<file path="src/rtl/otp_unlock_pkg.sv">
package otp_unlock_pkg;
  localparam int unsigned ACC_W    = 3;
  localparam int unsigned PROG_BIT = 0;
  localparam int unsigned ACC_LSB  = 1;
  localparam int unsigned VER_BIT  = ACC_LSB + ACC_W;

  localparam logic [ACC_W-1:0] KEY_FIRST  = 3'd2;
  localparam logic [ACC_W-1:0] KEY_SECOND = 3'd1;
  localparam logic [ACC_W-1:0] KEY_THIRD  = 3'd4;
  localparam logic [ACC_W-1:0] ACC_OPEN   = 3'd7;
  localparam logic [ACC_W-1:0] ACC_SHUT   = 3'd0;

  typedef enum logic [1:0] {
    SEQ_IDLE  = 2'd0,
    SEQ_HAVE1 = 2'd1,
    SEQ_HAVE2 = 2'd2,
    SEQ_OPEN  = 2'd3
  } seq_state_e;
endpackage

</file>
<file path="src/rtl/otp_rst_sync.sv">
module otp_rst_sync #(
  parameter int unsigned STAGES = 2
) (
  input  logic clk,
  input  logic arst_n,
  output logic srst_n
);
  logic [STAGES-1:0] sync_q;

  always_ff @(posedge clk or negedge arst_n) begin
    if (!arst_n) begin
      sync_q <= '0;
    end else begin
      sync_q <= {sync_q[STAGES-2:0], 1'b1};
    end
  end

  assign srst_n = sync_q[STAGES-1];
endmodule

</file>
<file path="src/rtl/otp_key_seq.sv">
module otp_key_seq
  import otp_unlock_pkg::*;
(
  input  logic             clk,
  input  logic             rst_n,
  input  logic             wr_en,
  input  logic [ACC_W-1:0] key_val,
  output logic             unlocked,
  output logic [ACC_W-1:0] acc_rd
);
  seq_state_e state_q, state_d;

  // Next state: every write either advances the key or falls back to idle.
  always_comb begin
    state_d = state_q;
    unique case (state_q)
      SEQ_IDLE:  state_d = (key_val == KEY_FIRST)  ? SEQ_HAVE1 : SEQ_IDLE;
      SEQ_HAVE1: state_d = (key_val == KEY_SECOND) ? SEQ_HAVE2 : SEQ_IDLE;
      SEQ_HAVE2: state_d = (key_val == KEY_THIRD)  ? SEQ_OPEN  : SEQ_IDLE;
      SEQ_OPEN:  state_d = SEQ_IDLE;
      default:   state_d = SEQ_IDLE;
    endcase
  end

  always_ff @(posedge clk or negedge rst_n) begin
    if (!rst_n) begin
      state_q <= SEQ_IDLE;
    end else if (wr_en) begin
      state_q <= state_d;
    end
  end

  assign unlocked = (state_q == SEQ_OPEN);
  assign acc_rd   = unlocked ? ACC_OPEN : ACC_SHUT;
endmodule

</file>
<file path="src/rtl/otp_req_ctrl.sv">
module otp_req_ctrl (
  input  logic clk,
  input  logic rst_n,
  input  logic wr_en,
  input  logic wr_prog,
  input  logic wr_ver,
  input  logic unlocked,
  input  logic prereq_ok,
  input  logic eng_busy,
  input  logic eng_done,
  input  logic ver_pass,
  output logic prog_pend,
  output logic ver_pend,
  output logic prog_start,
  output logic ver_start,
  output logic crc_flt
);
  logic prog_q, prog_d;
  logic ver_q, ver_d;
  logic pstart_q, pstart_d;
  logic vstart_q, vstart_d;
  logic crc_q, crc_d;
  logic busy, wr_ok, prog_acc, ver_acc, done_p, done_v, crc_en;

  always_comb begin
    busy     = prog_q | ver_q | eng_busy;
    wr_ok    = wr_en & ~busy & ~(wr_prog & wr_ver);
    prog_acc = wr_ok & wr_prog & unlocked & prereq_ok;
    ver_acc  = wr_ok & wr_ver;
    done_p   = eng_done & prog_q;
    done_v   = eng_done & ver_q;

    prog_d = prog_q;
    if (prog_acc)    prog_d = 1'b1;
    else if (done_p) prog_d = 1'b0;

    ver_d = ver_q;
    if (ver_acc)     ver_d = 1'b1;
    else if (done_v) ver_d = 1'b0;

    pstart_d = prog_acc;
    vstart_d = ver_acc;

    crc_en = done_v;
    crc_d  = ~ver_pass;
  end

  always_ff @(posedge clk or negedge rst_n) begin
    if (!rst_n) begin
      prog_q   <= 1'b0;
      ver_q    <= 1'b0;
      pstart_q <= 1'b0;
      vstart_q <= 1'b0;
    end else begin
      prog_q   <= prog_d;
      ver_q    <= ver_d;
      pstart_q <= pstart_d;
      vstart_q <= vstart_d;
    end
  end

  always_ff @(posedge clk or negedge rst_n) begin
    if (!rst_n) begin
      crc_q <= 1'b0;
    end else if (crc_en) begin
      crc_q <= crc_d;
    end
  end

  assign prog_pend  = prog_q;
  assign ver_pend   = ver_q;
  assign prog_start = pstart_q;
  assign ver_start  = vstart_q;
  assign crc_flt    = crc_q;
endmodule

</file>
<file path="src/rtl/otp_unlock_ctrl.sv">
module otp_unlock_ctrl
  import otp_unlock_pkg::*;
#(
  parameter int unsigned DATA_W    = 16,
  parameter int unsigned RST_STAGE = 2
) (
  input  logic              clk,
  input  logic              rst_n,
  input  logic              wr_en,
  input  logic [DATA_W-1:0] wr_data,
  input  logic              prereq_ok,
  input  logic              eng_busy,
  input  logic              eng_done,
  input  logic              ver_pass,
  output logic [DATA_W-1:0] rd_data,
  output logic [ACC_W-1:0]  acc_rd,
  output logic              prog_start,
  output logic              ver_start,
  output logic              prog_pend,
  output logic              ver_pend,
  output logic              crc_flt
);
  logic srst_n;
  logic unlocked;
  logic unused_wr_hi;

  otp_rst_sync #(.STAGES(RST_STAGE)) u_rst (
    .clk    (clk),
    .arst_n (rst_n),
    .srst_n (srst_n)
  );

  otp_key_seq u_seq (
    .clk      (clk),
    .rst_n    (srst_n),
    .wr_en    (wr_en),
    .key_val  (wr_data[ACC_LSB +: ACC_W]),
    .unlocked (unlocked),
    .acc_rd   (acc_rd)
  );

  otp_req_ctrl u_req (
    .clk        (clk),
    .rst_n      (srst_n),
    .wr_en      (wr_en),
    .wr_prog    (wr_data[PROG_BIT]),
    .wr_ver     (wr_data[VER_BIT]),
    .unlocked   (unlocked),
    .prereq_ok  (prereq_ok),
    .eng_busy   (eng_busy),
    .eng_done   (eng_done),
    .ver_pass   (ver_pass),
    .prog_pend  (prog_pend),
    .ver_pend   (ver_pend),
    .prog_start (prog_start),
    .ver_start  (ver_start),
    .crc_flt    (crc_flt)
  );

  always_comb begin
    rd_data                     = '0;
    rd_data[PROG_BIT]           = prog_pend;
    rd_data[ACC_LSB +: ACC_W]   = acc_rd;
    rd_data[VER_BIT]            = ver_pend;
  end

  assign unused_wr_hi = ^wr_data[DATA_W-1:VER_BIT+1];
endmodule

</file>
<file path="config.mk">
export PLATFORM = sky130hd
export DESIGN_NAME = otp_unlock_ctrl
export DESIGN_NICKNAME = d
export VERILOG_FILES = /design/src/rtl/otp_unlock_pkg.sv /design/src/rtl/otp_rst_sync.sv /design/src/rtl/otp_key_seq.sv /design/src/rtl/otp_req_ctrl.sv /design/src/rtl/otp_unlock_ctrl.sv
export SDC_FILE = /design/constraint.sdc
export NUM_CORES = 1
export LEC_CHECK = 0
export CORE_ASPECT_RATIO = 1.5
export CORE_UTILIZATION = 25
export CTS_BUF_LIST = sky130_fd_sc_hd__clkbuf_8
export DETAILED_ROUTE_END_ITERATION = 6
export GPL_TIMING_DRIVEN = 1
export PLACE_DENSITY_LB_ADDON = 0.2
export SYNTH_ARGS = -nofsm -noshare
export SYNTH_HDL_FRONTEND = slang
export SYNTH_SLANG_ARGS = --single-unit
</file>
<file path="constraint.sdc">
create_clock -name clk -period 1 [get_ports clk]
set_input_delay 0.1 -clock clk [delete_from_list [all_inputs] [get_ports clk]]
set_output_delay 0.1 -clock clk [all_outputs]
set_load 0.05 [all_outputs]
</file>
==> reports/metrics.csv, run 1 <==
stage,metric,value,unit
worst_setup_path,critPathMaxStageDelay,0.54,ns
detailed_routing,antenna_left,0,
detailed_routing,avgViaCountPerCell,3.99,
sta,hold_violations,0,
worst_setup_path,worst_r2r_startpoint,u_req.prog_pend$_DFFE_PN0P_,
power_and_ir_drop,total_power,1.18,mW
sta,finalCriticalPeriod,1.32,ns
global_routing,grt_pass1_wl,1500,µm
worst_setup_path,cp_data_arrival_time,1.49,ns
cells_and_area,final_cell_area,0.00101,mm²
worst_setup_path,cp-start-kind,flop,
detailed_routing,wl_per_cell,10.1,µm
floorplan,fp-row-count,20,
sta,rsz0062_at_grt,yes,
logic_synthesis,synthCells,52,
sta,worst_slack,-0.319,ns
power_and_ir_drop,p_per_area,1170,mW/mm²
placement,routabilityCongestion,0.666,
detailed_routing,drtIter0Drc,10,
worst_setup_path,r2r-end,u_req.ver_pend$_DFFE_PN0P_,
cells_and_area,n_antenna_cell,0,
logic_synthesis,avgSynthCellArea,10.1,µm²
clock_network,cts_max_path_buffers,2,
flow_run,maxCapViolCount,0,
floorplan,die_h,58.2,µm
logic_synthesis,syn_area,526,µm²
sta,setup_viol,16,
floorplan,start_util,0.263,
cells_and_area,area_growth,92.4,%
floorplan,boundaryPins,47,
global_routing,grt_use_total,0.0979,
detailed_routing,drt_wl_total,1080,µm
clock_network,numCtsBuffers,3,
global_routing,grt.overflow.total,0,
power_and_ir_drop,max-vdd-ir-drop,0.518,mV
worst_setup_path,slowest_stage,or4b_4,
worst_setup_path,critPathKind,reg2reg,
global_routing,first_global_vias,372,
logic_synthesis,synth_seq_area_share,0.429,
logic_synthesis,synth.distinct_cells,20,
global_routing,grt_max_degree,8,
logic_synthesis,yosys_warnings,0,
placement,numPortBuffers,24,
worst_setup_path,crit_path_end_kind,flop,
logic_synthesis,synth_area_leader_cell,dfrtp_1,
run_status,status,"complete, but fails checks",
cells_and_area,multi_input_area,204,µm²
floorplan,core_area,0.00200,mm²
placement,dpl.hpwl,796,µm
placement,placed_cell_area,908,µm²
worst_hold_path,min_path_type,in2async,
sta,maxSlewViolCount,0,
detailed_routing,post-route-drc-count,0,
worst_setup_path,worst-path-buf-inv,0,
clock_network,root_buffer,clkbuf_8,
clock_network,cts_tree,yes,
logic_synthesis,synth_seq_cells,9,
cells_and_area,regArea,228,µm²
worst_setup_path,path_delay_family,simple AND/OR/NAND/NOR gates,
logic_synthesis,synth_top_area_frac,0.429,
sta,skew,0.00361,ns
worst_setup_path,crit_path_cell_trace,or4b_4 > nor3b_4 > a21o_1,
floorplan,fp.dieW,39.4,µm
worst_setup_path,cp.required,1.17,ns
cells_and_area,fin_nets,109,
detailed_routing,drt-pass1-iter-count,3,
clock_network,htree_levels,1,
clock_network,clock-sinks,9,
global_routing,antenna_found_initial,0,
cells_and_area,drive_above_1_share,0.471,
power_and_ir_drop,leakage,0.477,nW
worst_setup_path,r2r_cells,3,
floorplan,die-area,0.00229,mm²
clock_network,cts_hold_buffers,0,
run_status,violations,negative setup slack,
sta,max_freq,758,MHz
clock_network,worstSkewPairLatency,0.23,ns
detailed_routing,vias,427,
worst_setup_path,rrSetupSlack,-0.32,ns
logic_synthesis,yosys-top-cells-area,"dfrtp_1, buf_4, a21o_1",
worst_setup_path,critPathMaxFanout,2,
clock_network,cts.clk_slew.worst_paths,0.05,ns
cells_and_area,nFillCells,186,
sta,finalCritPeriodShare,1.32,
-- kinds of logic after synthesis --
kind of cell,Yosys count,synth area share
flops,9,0.429
other cells,2,0.0143
simple gates,12,0.181
buf+inv,22,0.293
compound gates,7,0.0833
-- cell usage in the layout, fill, tap and decap left out --
| master | Yosys | routed |
|---|---|---|
| buf_4 | 19 | 9 |
| o31ai_1 | 1 | 1 |
| nor3b_1 | 1 | 1 |
| or4b_4 | 1 | 1 |
| o21ai_0 | 2 | 2 |
| dfrtp_1 | 9 | 7 |
| clkinv_2 | 0 | 1 |
| o22ai_2 | 0 | 1 |
| nor3_2 | 1 | 1 |
| nand2_1 | 2 | 2 |
| a21oi_1 | 1 | 1 |
| nor4b_1 | 1 | 1 |
| nor2b_1 | 1 | 1 |
| or4b_1 | 1 | 1 |
| or3_4 | 0 | 1 |
| inv_2 | 0 | 1 |
| nor3b_4 | 0 | 1 |
| clkdlybuf4s50_1 | 0 | 11 |
| nand4_1 | 1 | 1 |
| buf_12 | 0 | 13 |
| a21o_1 | 2 | 2 |
| conb_1 | 2 | 12 |
| clkbuf_8 | 0 | 3 |
| and2_4 | 0 | 1 |
| dfrtp_2 | 0 | 2 |
| inv_1 | 3 | 2 |
| buf_6 | 0 | 5 |
-- registers in the layout (all words and copies together), names as in the netlist --
signal	count
u_req.prog_pend	1
u_req.crc_flt	1
u_rst.sync_q	2
u_req.ver_start	1
u_req.ver_pend	1
u_seq.state_q	2
u_req.prog_start	1
-- Yosys cell counts --
cell type  instances
a21oi_1            1
o22ai_1            1
inv_1              3
nor3b_1            1
nor4b_1            1
conb_1             2
dfrtp_1            9
and2_1             1
nand4_1            1
buf_4             19
or4b_1             1
nor3_2             1
nor3b_2            1
a21o_1             2
o21ai_0            2
nor2b_1            1
or3_1              1
nand2_1            2
o31ai_1            1
or4b_4             1
-- worst max-delay path by stage --
stage / slack (ns) / cells after the start / from / end
after floorplan: -0.40 / 3 / u_req.prog_pend$_DFFE_PN0P_ / u_req.ver_pend$_DFFE_PN0P_
after global placement: -0.44 / 4 / wr_en / u_req.ver_pend$_DFFE_PN0P_
after detailed placement: -0.46 / 4 / wr_en / u_req.ver_pend$_DFFE_PN0P_
after CTS: -0.32 / 3 / u_req.prog_pend$_DFFE_PN0P_ / u_req.ver_pend$_DFFE_PN0P_
after global routing: -0.35 / 3 / u_req.prog_pend$_DFFE_PN0P_ / u_req.ver_pend$_DFFE_PN0P_
final: -0.32 / 3 / u_req.prog_pend$_DFFE_PN0P_ / u_req.ver_pend$_DFFE_PN0P_
-- what timing repair did --
action	in CTS	in global routing
endpoints found under the setup margin	16	16
setup buffers	4	3
resized for setup	7	5
pin swaps	5	3
gates cloned	0	0
-- report_power, final --
group          switching (mW)  internal [mW]  leakage [nW]  total, mW
clock                   0.139          0.271        0.0255      0.410
sequential             0.0217          0.387         0.115      0.409
combinational           0.206          0.157         0.336      0.362
-- through the flow --
step / TNS [ns] / instances / hold slack [ns] / setup slack [ns] / util
after detailed placement: -2.64 / 99 / 0.121 / -0.462 / 0.454
after global placement: -2.62 / 99 / 0.113 / -0.440 / 0.454
after floorplan: -1.63 / 62 / -0.196 / -0.400 / -
final: -2.95 / 107 / 0.0330 / -0.319 / 0.505
after global routing: -3.57 / 107 / 0.0395 / -0.353 / 0.505
after CTS: -3.01 / 106 / 0.0297 / -0.321 / 0.496
-- layer usage --
| metal | wire, µm | share of wire | global-route usage | up-vias |
|---|---|---|---|---|
| met3 | 81 | 0.075 | 0.0307 | 2 |
| met4 | 14 | 0.013 | 0.0739 | 0 |
| met2 | 621 | 0.57 | 0.157 | 22 |
| met5 | 0 | 0 | 0 | - |
| li1 | - | - | - | 207 |
| met1 | 365 | 0.34 | 0.0998 | 196 |
-- final cells by class --
| cell class | instances | area share |
|---|---|---|
| Multi-Input combinational cell | 31 | 0.202 |
| Tap cell | 22 | 0.0272 |
| Sequential cell | 9 | 0.225 |
| Clock buffer | 3 | 0.0408 |
| Clock inverter | 1 | 0.00495 |
| Inverter | 3 | 0.0111 |
| Timing Repair Buffer | 38 | 0.489 |
No activity file was read; power rests on OpenSTA's default activity.
==> run 2, diff against run 1 <==
--- a/config.mk
+++ b/config.mk
@@ -5,6 +5,7 @@
 export SDC_FILE = /design/constraint.sdc
 export NUM_CORES = 1
 export LEC_CHECK = 0
+export CAP_MARGIN = 20
 export CORE_ASPECT_RATIO = 1.5
 export CORE_UTILIZATION = 25
 export CTS_BUF_LIST = sky130_fd_sc_hd__clkbuf_8
==> results of run 2 <==
No change in the layout: final DEF, timing and power equal those of run 1.
==> run 3, diff against run 2 <==
==> constraint.sdc (replaced) <==
create_clock -name clk -period 1 [get_ports clk]
set_input_delay 0.15 -clock clk [delete_from_list [all_inputs] [get_ports clk]]
set_output_delay 0.15 -clock clk [all_outputs]
set_load 0.05 [all_outputs]
==> reports/metrics.csv, run 3 (synthesis results as in run 1) <==
stage,metric,value,unit
run_status,status,"complete, but fails checks",
run_status,violations,negative setup slack,
sta,hold_violations,0,
floorplan,fp.dieW,39.4,µm
cells_and_area,area_growth,87.9,%
power_and_ir_drop,p_per_area,1180,mW/mm²
detailed_routing,post-route-drc-count,0,
clock_network,htree_levels,1,
global_routing,grt_pass1_wl,1640,µm
clock_network,root_buffer,clkbuf_8,
cells_and_area,final_cell_mix,"buf_12, conb_1, clkdlybuf4s50_1, buf_4, dfrtp_1",
detailed_routing,drt_wl_total,1100,µm
sta,tns,-3.43,ns
worst_setup_path,crit_path_end_kind,flop,
power_and_ir_drop,total_power,1.16,mW
clock_network,numCtsBuffers,3,
worst_setup_path,critPathMaxFanout,2,
cells_and_area,reg.largest.list,"u_rst.sync_q x2, u_seq.state_q x2",
detailed_routing,drtIter0Drc,1,
floorplan,core_area,0.00200,mm²
detailed_routing,avgViaCountPerCell,4.05,
placement,dp_slack,-0.516,ns
sta,finalCritPeriodShare,1.32,
placement,numPortBuffers,24,
floorplan,start_util,0.263,
cells_and_area,drive_above_1_share,0.434,
cells_and_area,fin_nets,107,
global_routing,first_global_vias,387,
flow_run,maxCapViolCount,0,
sta,skew,0.000921,ns
clock_network,clock-sinks,9,
floorplan,die-area,0.00229,mm²
floorplan,die_h,58.2,µm
detailed_routing,vias,425,
power_and_ir_drop,leakage,0.466,nW
floorplan,boundaryPins,47,
cells_and_area,n_antenna_cell,0,
worst_setup_path,critPathKind,reg2reg,
sta,finalCriticalPeriod,1.32,ns
worst_hold_path,min_path_type,in2async,
detailed_routing,drt-pass1-iter-count,3,
sta,rsz0062_at_grt,yes,
cells_and_area,utilization,0.493,
sta,worst_slack,-0.318,ns
global_routing,grt.overflow.total,0,
placement,placed_cell_area,916,µm²
sta,maxSlewViolCount,0,
sta,hold_slack,0.0842,ns
detailed_routing,antenna_left,0,
placement,routabilityCongestion,0.683,
clock_network,cts_hold_buffers,0,
worst_setup_path,rrSetupSlack,-0.32,ns
cells_and_area,nFillCells,200,
detailed_routing,wl_per_cell,10.4,µm
worst_setup_path,cp-start-kind,flop,
placement,dpl.hpwl,851,µm
cells_and_area,layout_commonest_cell,buf_12,
sta,setup_viol,16,
clock_network,cts_tree,yes,
cells_and_area,final_cell_area,987,µm²
clock_network,worstSkewPairLatency,0.23,ns
sta,max_freq,759,MHz
power_and_ir_drop,max-vdd-ir-drop,0.822,mV
clock_network,cts.clk_slew.worst_paths,0.04,ns
cells_and_area,final_cells,105,
worst_setup_path,cp_data_arrival_time,1.48,ns
worst_setup_path,cp.required,1.16,ns
global_routing,antenna_found_initial,0,
global_routing,grt_use_total,0.109,
floorplan,fp-row-count,20,
global_routing,grt_max_degree,8,
clock_network,cts_max_path_buffers,2,
placement,dp_cells,100,
-- run 3: worst paths after layout --
kind / start / end / cells past startpoint
worst max-delay path: u_req.prog_pend$_DFFE_PN0P_ / u_req.ver_pend$_DFFE_PN0P_ / 3
worst min-delay path: rst_n / u_rst.sync_q[0]$_DFF_PN0_ / 1
worst max register to register: u_req.prog_pend$_DFFE_PN0P_ / u_req.ver_pend$_DFFE_PN0P_ / 3
worst min register to register: u_rst.sync_q[1]$_DFF_PN0_ / u_req.ver_start$_DFF_PN0_ / 0
max in group asynchronous: u_rst.sync_q[1]$_DFF_PN0_ / u_req.prog_pend$_DFFE_PN0P_ / 0
min in group clk: u_rst.sync_q[0]$_DFF_PN0_ / u_rst.sync_q[1]$_DFF_PN0_ / 0
-- run 3: what timing repair did --
action | 4_1_cts | 5_1_grt
gates resized for setup | 6 | 2
gates cloned | 0 | 0
buffers inserted | 3 | 0
pin swaps | 3 | 2
endpoints found under the setup margin | 16 | 16
-- run 3: per-layer routing --
metal	up-vias	track usage	wire length [µm]
met5	-	0	0
met4	0	0.0887	38
met3	4	0.0345	93
met2	25	0.185	612
met1	193	0.0964	350
li1	203	-	-
-- run 3: final cells by class --
| type | count | area [µm²] | area share |
|---|---|---|---|
| timing repair buffer | 36 | 472 | 0.478 |
| sequential | 9 | 228 | 0.231 |
| multi-input combinational | 31 | 204 | 0.207 |
| clock buffer | 3 | 41.3 | 0.0418 |
| tap | 22 | 27.5 | 0.0279 |
| inverter | 3 | 11.3 | 0.0114 |
| clock inverter | 1 | 3.75 | 0.00380 |
-- run 3: power by group --
group / switching [mW] / total, mW / internal (mW)
sequential: 0.0224 / 0.410 / 0.388
combinational: 0.205 / 0.359 / 0.154
clock: 0.130 / 0.396 / 0.266
total: 0.357 / 1.16 / 0.808
-- run 3: critical path: stages (launching register included) --
cell and delay (ns):
dfrtp_2 0.39, or4b_4 0.54, nor3b_4 0.21, a21o_1 0.10
